File: src/rtl/tmr16_pkg.sv
package tmr16_pkg;
  localparam int CNT_W  = 16;
  localparam int BYTE_W = 8;
  localparam int PS_W   = 2;

  typedef enum logic [1:0] {
    A_CNT_LO = 2'd0,
    A_CNT_HI = 2'd1,
    A_CTRL   = 2'd2,
    A_STAT   = 2'd3
  } reg_addr_e;

  typedef struct packed {
    logic [PS_W-1:0] ps;
    logic            osc_en;
    logic            sync_bypass;
    logic            src_ext;
    logic            run;
  } ctrl_t;
endpackage

File: src/rtl/tmr16_edge.sv
module tmr16_edge #(
  parameter int STAGES = 2
) (
  input  logic clk,
  input  logic rst_n,
  input  logic ext_i,
  input  logic hold_i,
  output logic sync_rise_o,
  output logic raw_rise_o
);
  logic [STAGES-1:0] chain_q, chain_d;
  logic              last_q, raw_q;

  for (genvar g = 0; g < STAGES; g++) begin : g_chain
    if (g == 0) begin : g_first
      assign chain_d[g] = ext_i;
    end else begin : g_next
      assign chain_d[g] = chain_q[g-1];
    end
  end

  always_ff @(posedge clk or negedge rst_n) begin
    if (!rst_n) begin
      chain_q <= '0;
      last_q  <= 1'b0;
      raw_q   <= 1'b0;
    end else begin
      chain_q <= chain_d;
      last_q  <= chain_q[STAGES-1];
      raw_q   <= ext_i;
    end
  end

  assign sync_rise_o = chain_q[STAGES-1] & ~last_q & ~hold_i;
  assign raw_rise_o  = ext_i & ~raw_q;
endmodule

File: src/rtl/tmr16_prescale.sv
module tmr16_prescale #(
  parameter int SEL_W = 2
) (
  input  logic             clk,
  input  logic             rst_n,
  input  logic             clr_i,
  input  logic             pulse_i,
  input  logic [SEL_W-1:0] sel_i,
  output logic             tick_o
);
  localparam int DIV_W = (1 << SEL_W) - 1;

  logic [DIV_W-1:0] pre_q, pre_d, mask;
  logic [DIV_W:0]   span;

  always_comb begin
    span   = (DIV_W+1)'(1) << sel_i;
    mask   = DIV_W'(span - 1'b1);
    tick_o = pulse_i & ((pre_q & mask) == mask);
    if (clr_i)        pre_d = '0;
    else if (pulse_i) pre_d = pre_q + 1'b1;
    else              pre_d = pre_q;
  end

  always_ff @(posedge clk or negedge rst_n) begin
    if (!rst_n) pre_q <= '0;
    else        pre_q <= pre_d;
  end
endmodule

File: src/rtl/tmr16_counter.sv
module tmr16_counter #(
  parameter int W      = 16,
  parameter int BYTE_W = 8
) (
  input  logic              clk,
  input  logic              rst_n,
  input  logic              inc_i,
  input  logic              ld_lo_i,
  input  logic              ld_hi_i,
  input  logic [BYTE_W-1:0] data_i,
  output logic [W-1:0]      cnt_o,
  output logic              wrap_o
);
  localparam int HI_W = W - BYTE_W;

  logic [W-1:0] cnt_q, cnt_d;
  logic         load;

  always_comb begin
    load   = ld_lo_i | ld_hi_i;
    wrap_o = inc_i & ~load & (&cnt_q);
    cnt_d  = cnt_q;
    if (ld_lo_i)    cnt_d[BYTE_W-1:0] = data_i;
    else if (ld_hi_i) cnt_d[W-1:BYTE_W] = HI_W'(data_i);
    else if (inc_i) cnt_d = cnt_q + 1'b1;
  end

  always_ff @(posedge clk or negedge rst_n) begin
    if (!rst_n) cnt_q <= '0;
    else        cnt_q <= cnt_d;
  end

  assign cnt_o = cnt_q;
endmodule

File: src/rtl/tmr16_periph.sv
module tmr16_periph
  import tmr16_pkg::*;
#(
  parameter int SYNC_STAGES = 2
) (
  input  logic       clk,
  input  logic       rst_n,
  input  logic       tick_i,
  input  logic       ext_clk_i,
  input  logic       sleep_i,
  input  logic       wr_en_i,
  input  logic [1:0] wr_addr_i,
  input  logic [7:0] wr_data_i,
  input  logic [1:0] rd_addr_i,
  output logic [7:0] rd_data_o,
  input  logic       peie_i,
  input  logic       gie_i,
  output logic       irq_o,
  output logic       wake_o,
  output logic       pin_in_force_o
);
  localparam int CTRL_W = $bits(ctrl_t);

  ctrl_t             ctrl_q, ctrl_d;
  logic              flag_q, flag_d, tie_q, tie_d;
  logic              wr_lo, wr_hi, wr_ctrl, wr_stat, cnt_wr;
  logic              sync_rise, raw_rise, int_pulse, ext_pulse, qual, inc, wrap;
  logic [CNT_W-1:0]  cnt_q;
  logic              run_w;

  assign wr_lo   = wr_en_i & (wr_addr_i == A_CNT_LO);
  assign wr_hi   = wr_en_i & (wr_addr_i == A_CNT_HI);
  assign wr_ctrl = wr_en_i & (wr_addr_i == A_CTRL);
  assign wr_stat = wr_en_i & (wr_addr_i == A_STAT);
  assign cnt_wr  = wr_lo | wr_hi;
  assign run_w   = ctrl_q.run;

  tmr16_edge #(.STAGES(SYNC_STAGES)) u_edge (
    .clk(clk), .rst_n(rst_n), .ext_i(ext_clk_i), .hold_i(sleep_i),
    .sync_rise_o(sync_rise), .raw_rise_o(raw_rise)
  );

  assign int_pulse = tick_i & ~sleep_i;
  assign ext_pulse = ctrl_q.sync_bypass ? raw_rise : sync_rise;
  assign qual      = ctrl_q.run & (ctrl_q.src_ext ? ext_pulse : int_pulse);

  tmr16_prescale #(.SEL_W(PS_W)) u_pre (
    .clk(clk), .rst_n(rst_n), .clr_i(cnt_wr), .pulse_i(qual),
    .sel_i(ctrl_q.ps), .tick_o(inc)
  );

  tmr16_counter #(.W(CNT_W), .BYTE_W(BYTE_W)) u_cnt (
    .clk(clk), .rst_n(rst_n), .inc_i(inc), .ld_lo_i(wr_lo), .ld_hi_i(wr_hi),
    .data_i(wr_data_i), .cnt_o(cnt_q), .wrap_o(wrap)
  );

  always_comb begin
    ctrl_d = wr_ctrl ? ctrl_t'(wr_data_i[CTRL_W-1:0]) : ctrl_q;
    tie_d  = wr_stat ? wr_data_i[1] : tie_q;
    if (wrap)         flag_d = 1'b1;
    else if (wr_stat) flag_d = wr_data_i[0];
    else              flag_d = flag_q;
  end

  always_ff @(posedge clk or negedge rst_n) begin
    if (!rst_n) begin
      ctrl_q <= '0;
      flag_q <= 1'b0;
      tie_q  <= 1'b0;
    end else begin
      ctrl_q <= ctrl_d;
      flag_q <= flag_d;
      tie_q  <= tie_d;
    end
  end

  always_comb begin
    unique case (rd_addr_i)
      A_CNT_LO: rd_data_o = cnt_q[BYTE_W-1:0];
      A_CNT_HI: rd_data_o = cnt_q[CNT_W-1:BYTE_W];
      A_CTRL:   rd_data_o = 8'(ctrl_q);
      default:  rd_data_o = {6'b0, tie_q, flag_q};
    endcase
  end

  assign wake_o         = flag_q & tie_q & peie_i;
  assign irq_o          = wake_o & gie_i;
  assign pin_in_force_o = ctrl_q.osc_en;
endmodule

File: config.mk
export PLATFORM = sky130hd
export DESIGN_NAME = tmr16_periph
export DESIGN_NICKNAME = d
export VERILOG_FILES = /design/src/rtl/tmr16_pkg.sv /design/src/rtl/tmr16_edge.sv /design/src/rtl/tmr16_prescale.sv /design/src/rtl/tmr16_counter.sv /design/src/rtl/tmr16_periph.sv
export SDC_FILE = /design/constraint.sdc
export NUM_CORES = 1
export LEC_CHECK = 0
export ABC_AREA = 1
export BUFFER_PORTS_ARGS = -buffer_cell sky130_fd_sc_hd__clkbuf_2
export CORE_ASPECT_RATIO = 0.5
export CORE_MARGIN = 10
export CORE_UTILIZATION = 60
export CTS_CLUSTER_SIZE = 40
export DETAILED_ROUTE_END_ITERATION = 6
export PLACE_DENSITY = 0.84
export SYNTH_ARGS = -nofsm -noshare
export SYNTH_HDL_FRONTEND = slang
export SYNTH_HIERARCHICAL = 1
export SYNTH_SLANG_ARGS = --single-unit
File: constraint.sdc
create_clock -name clk -period 5.1 [get_ports clk]
set_input_delay 1.53 -clock clk [delete_from_list [all_inputs] [get_ports clk]]
set_output_delay 1.53 -clock clk [all_outputs]
set_load 0.05 [all_outputs]
==> results.sh <==
export IMPL_die_w_um=101
export IMPL_rows=14
export IMPL_antenna_found_initial=0
export IMPL_worstHoldStart="u_edge/chain_q[0]$_DFF_PN0_"
export IMPL_startpoint="rd_addr_i[0]"
export IMPL_cts_sinks=30
export IMPL_met2_wirelength_mm=2.32
export IMPL_setup_viol=0
export IMPL_total_power_uw=987
export IMPL_slew_headroom=0.479
export IMPL_overflow=0
export IMPL_worst_path_buf_inv=2
export IMPL_ctsResizeCount=0
export IMPL_timing_fmax_mhz=238
export IMPL_grt_max_degree=31
export IMPL_cts_hold_buf=0
export IMPL_synth_area_um2=1970
export IMPL_ys_types=24
export IMPL_crit_slowest_cell="nor2_1"
export IMPL_layout_common_cells="nand2_1, inv_1"
export IMPL_syn_area_per_cell_um2=6.62
export IMPL_seqPwrFrac=0.417
export IMPL_final_max_slew_viol_count=0
export IMPL_end_kind="output pin"
export IMPL_synth_seq_area_share=0.382
export IMPL_grt_use_total=0.181
export IMPL_min_period_over_period=0.824
export IMPL_clkSlewWorstSetupHoldPaths_ps=70
export IMPL_sw_frac_of_total=0.419
export IMPL_grt_pass1_wl_mm=8.92
export IMPL_p_switching_uw=414
export IMPL_finalHoldViolations=0
export IMPL_fin_hold_ws_ps=375
export IMPL_htree_levels=2
export IMPL_period_minus_slack_ps=4200
export IMPL_num_antenna_cells=0
export IMPL_hold_path_depth=0
export IMPL_num_vias=2015
export IMPL_wl_met1_mm=2.29
export IMPL_p_per_area_nw_per_um2=437
export IMPL_rr_startpoint="u_edge/last_q$_DFF_PN0_"
export IMPL_firstDrtPassIters=4
export IMPL_drt_total_wl_mm=5.26
export IMPL_io_pins=31
export IMPL_io_buffers=30
export IMPL_peakVddDrop_v=0.000267
export IMPL_area_delta_synth_final_pct=15.0
export IMPL_reg2reg_depth=14
export IMPL_worst_slew_pin_slew_ps=781
export IMPL_post_dp_hpwl_mm=3.89
export IMPL_drc=0
export IMPL_ys_warnings_count=6
export IMPL_cts_tree="done"
export IMPL_multi_input_area_um2=1040
export IMPL_dieArea_um2=6100
export IMPL_cts_made_buffers=5
export IMPL_pwr_share_clk=0.251
export IMPL_crit_path_max_fanout=8
export IMPL_drt_antenna_violating_nets=0
export IMPL_crit_chain="clkbuf_2 -> nor2_1 -> nand2_1 -> nand3_1 -> clkbuf_2"
export IMPL_worstSkewPairLatency_ps=280
export IMPL_wl_per_cell_um=14.2
export IMPL_intPower_uw=574
export IMPL_cp_top_family="simple AND/OR/NAND/NOR gates"
export IMPL_coreArea_um2=3070
export IMPL_grt_pass1_vias=1835
export IMPL_worstHoldPathType="reg2reg"
export IMPL_worstSetupPathType="in2out"
export IMPL_final_util=0.738
export IMPL_synth_seq_cells=30
export IMPL_vias_per_cell=5.43
export IMPL_setup_tns_ps=0
export IMPL_start_util=0.641
export IMPL_drt_iter0_drc=133
export IMPL_synth_cells=297
export IMPL_status="completed"
export IMPL_final_area_um2=2260
export IMPL_slowest_delay_ps=490
export IMPL_grt_setup_unrepaired="no"
export IMPL_cts_setup_buffers=0
export IMPL_syn_num_nets=319
export IMPL_startpoint_type="input port"
export IMPL_worst_path_stages=5
export IMPL_fill_cells=251
export IMPL_top_layer_used="met4"
export IMPL_required_ps=3570
export IMPL_seqCellArea_um2=751
export IMPL_drive_gt1_frac=0.163
export IMPL_layout_commonest_cell="nand2_1"
export IMPL_dr_wl_met3_um=582
export IMPL_dieHeight_um=60.5
export IMPL_gp_congestion=0.940
export IMPL_crit_arrival_ps=2670
export IMPL_p_leak_nw=1.21
export IMPL_cts_max_path_buffers=2
export IMPL_comb_power_share=0.332
export IMPL_drv_cap=0
export IMPL_fin_nets=353
export IMPL_skew_ps=2.28
export IMPL_placed_cell_area_um2=2150
export IMPL_root_buffer="clkbuf_8"
export IMPL_crit_top_cell="clkbuf_2"
==> state kept, by name (all words and copies together) (netlist names) <==
| signal | count |
|---|---|
| u_pre/pre_q | 3 |
| tie_q | 1 |
| flag_q | 1 |
| run_w | 1 |
| u_edge/last_q | 1 |
| pin_in_force_o | 1 |
| u_cnt/cnt_o | 16 |
| u_edge/chain_q | 2 |
| ctrl_q | 4 |
==> synth_stat cells, drive strengths merged <==
library cell | number | area, µm²
nand2 | 107 | 404
inv | 43 | 161
nor2 | 38 | 163
dfrtp | 30 | 751
nand3 | 30 | 150
o21ai | 14 | 96.3
a21oi | 10 | 50.1
nand4 | 5 | 31.3
xor2 | 4 | 35.0
buf | 3 | 17.5
o211ai | 3 | 22.5
ha | 2 | 25.0
o22ai | 2 | 12.5
xnor2 | 2 | 17.5
nand3b | 1 | 7.51
nor3 | 1 | 5.00
o21bai | 1 | 7.51
o221ai | 1 | 8.76
==> worst paths after layout <==
path	end	slack, ps
min	u_edge/chain_q[1]$_DFF_PN0_	380
min in group asynchronous	u_edge/last_q$_DFF_PN0_	1310
max reg2reg	flag_q$_DFFE_PN0P_	2810
max in group asynchronous	u_cnt/cnt_o[15]$_DFFE_PN0P_	3290
min reg2reg	u_edge/chain_q[1]$_DFF_PN0_	380
max	rd_data_o[4]	900
==> routing by layer <==
layer  track usage  vias to the layer above
met5             0                        -
met4        0.0493                        0
met3        0.0635                        8
met2         0.272                       88
met1         0.243                      917
li1              -                     1002
==> per-stage QoR <==
stage          cells  worst slack (ps)
2_1_floorplan    297              1280
5_1_grt          371               811
4_1_cts          371               914
3_5_place_dp     364               911
3_3_place_gp     364               912
6_report         371               897
==> logic make-up (layout without fill, tap and decap cells) <==
family | Yosys count | count (layout) | share of synthesized area
AND/OR/NAND/NOR | 182 | 182 | 0.387
buffers and inverters | 46 | 80 | 0.0910
AO/OA/AOI/OAI | 31 | 31 | 0.101
XOR/XNOR | 6 | 6 | 0.0267
flip-flops | 30 | 30 | 0.382
adder cells (fa/ha/maj) | 2 | 2 | 0.0127
==> cell type report <==
cell class                 count  share of cell area
clock inverter                 1              0.0133
multi-input combinational    221               0.458
timing repair buffer          30              0.0664
sequential                    30               0.332
inverter                      43              0.0714
tap                           40              0.0221
clock buffer                   6              0.0365
==> power by group through the flow <==
stage               combinational [mW]  sequential (mW)  clock [mW]
CTS                              0.326            0.409       0.250
global route                     0.369            0.422       0.263
global placement                 0.313            0.407           0
finish                           0.328            0.412       0.248
floorplan                        0.254            0.383           0
detailed placement               0.323            0.413           0
(Power assumes the default switching activity.)
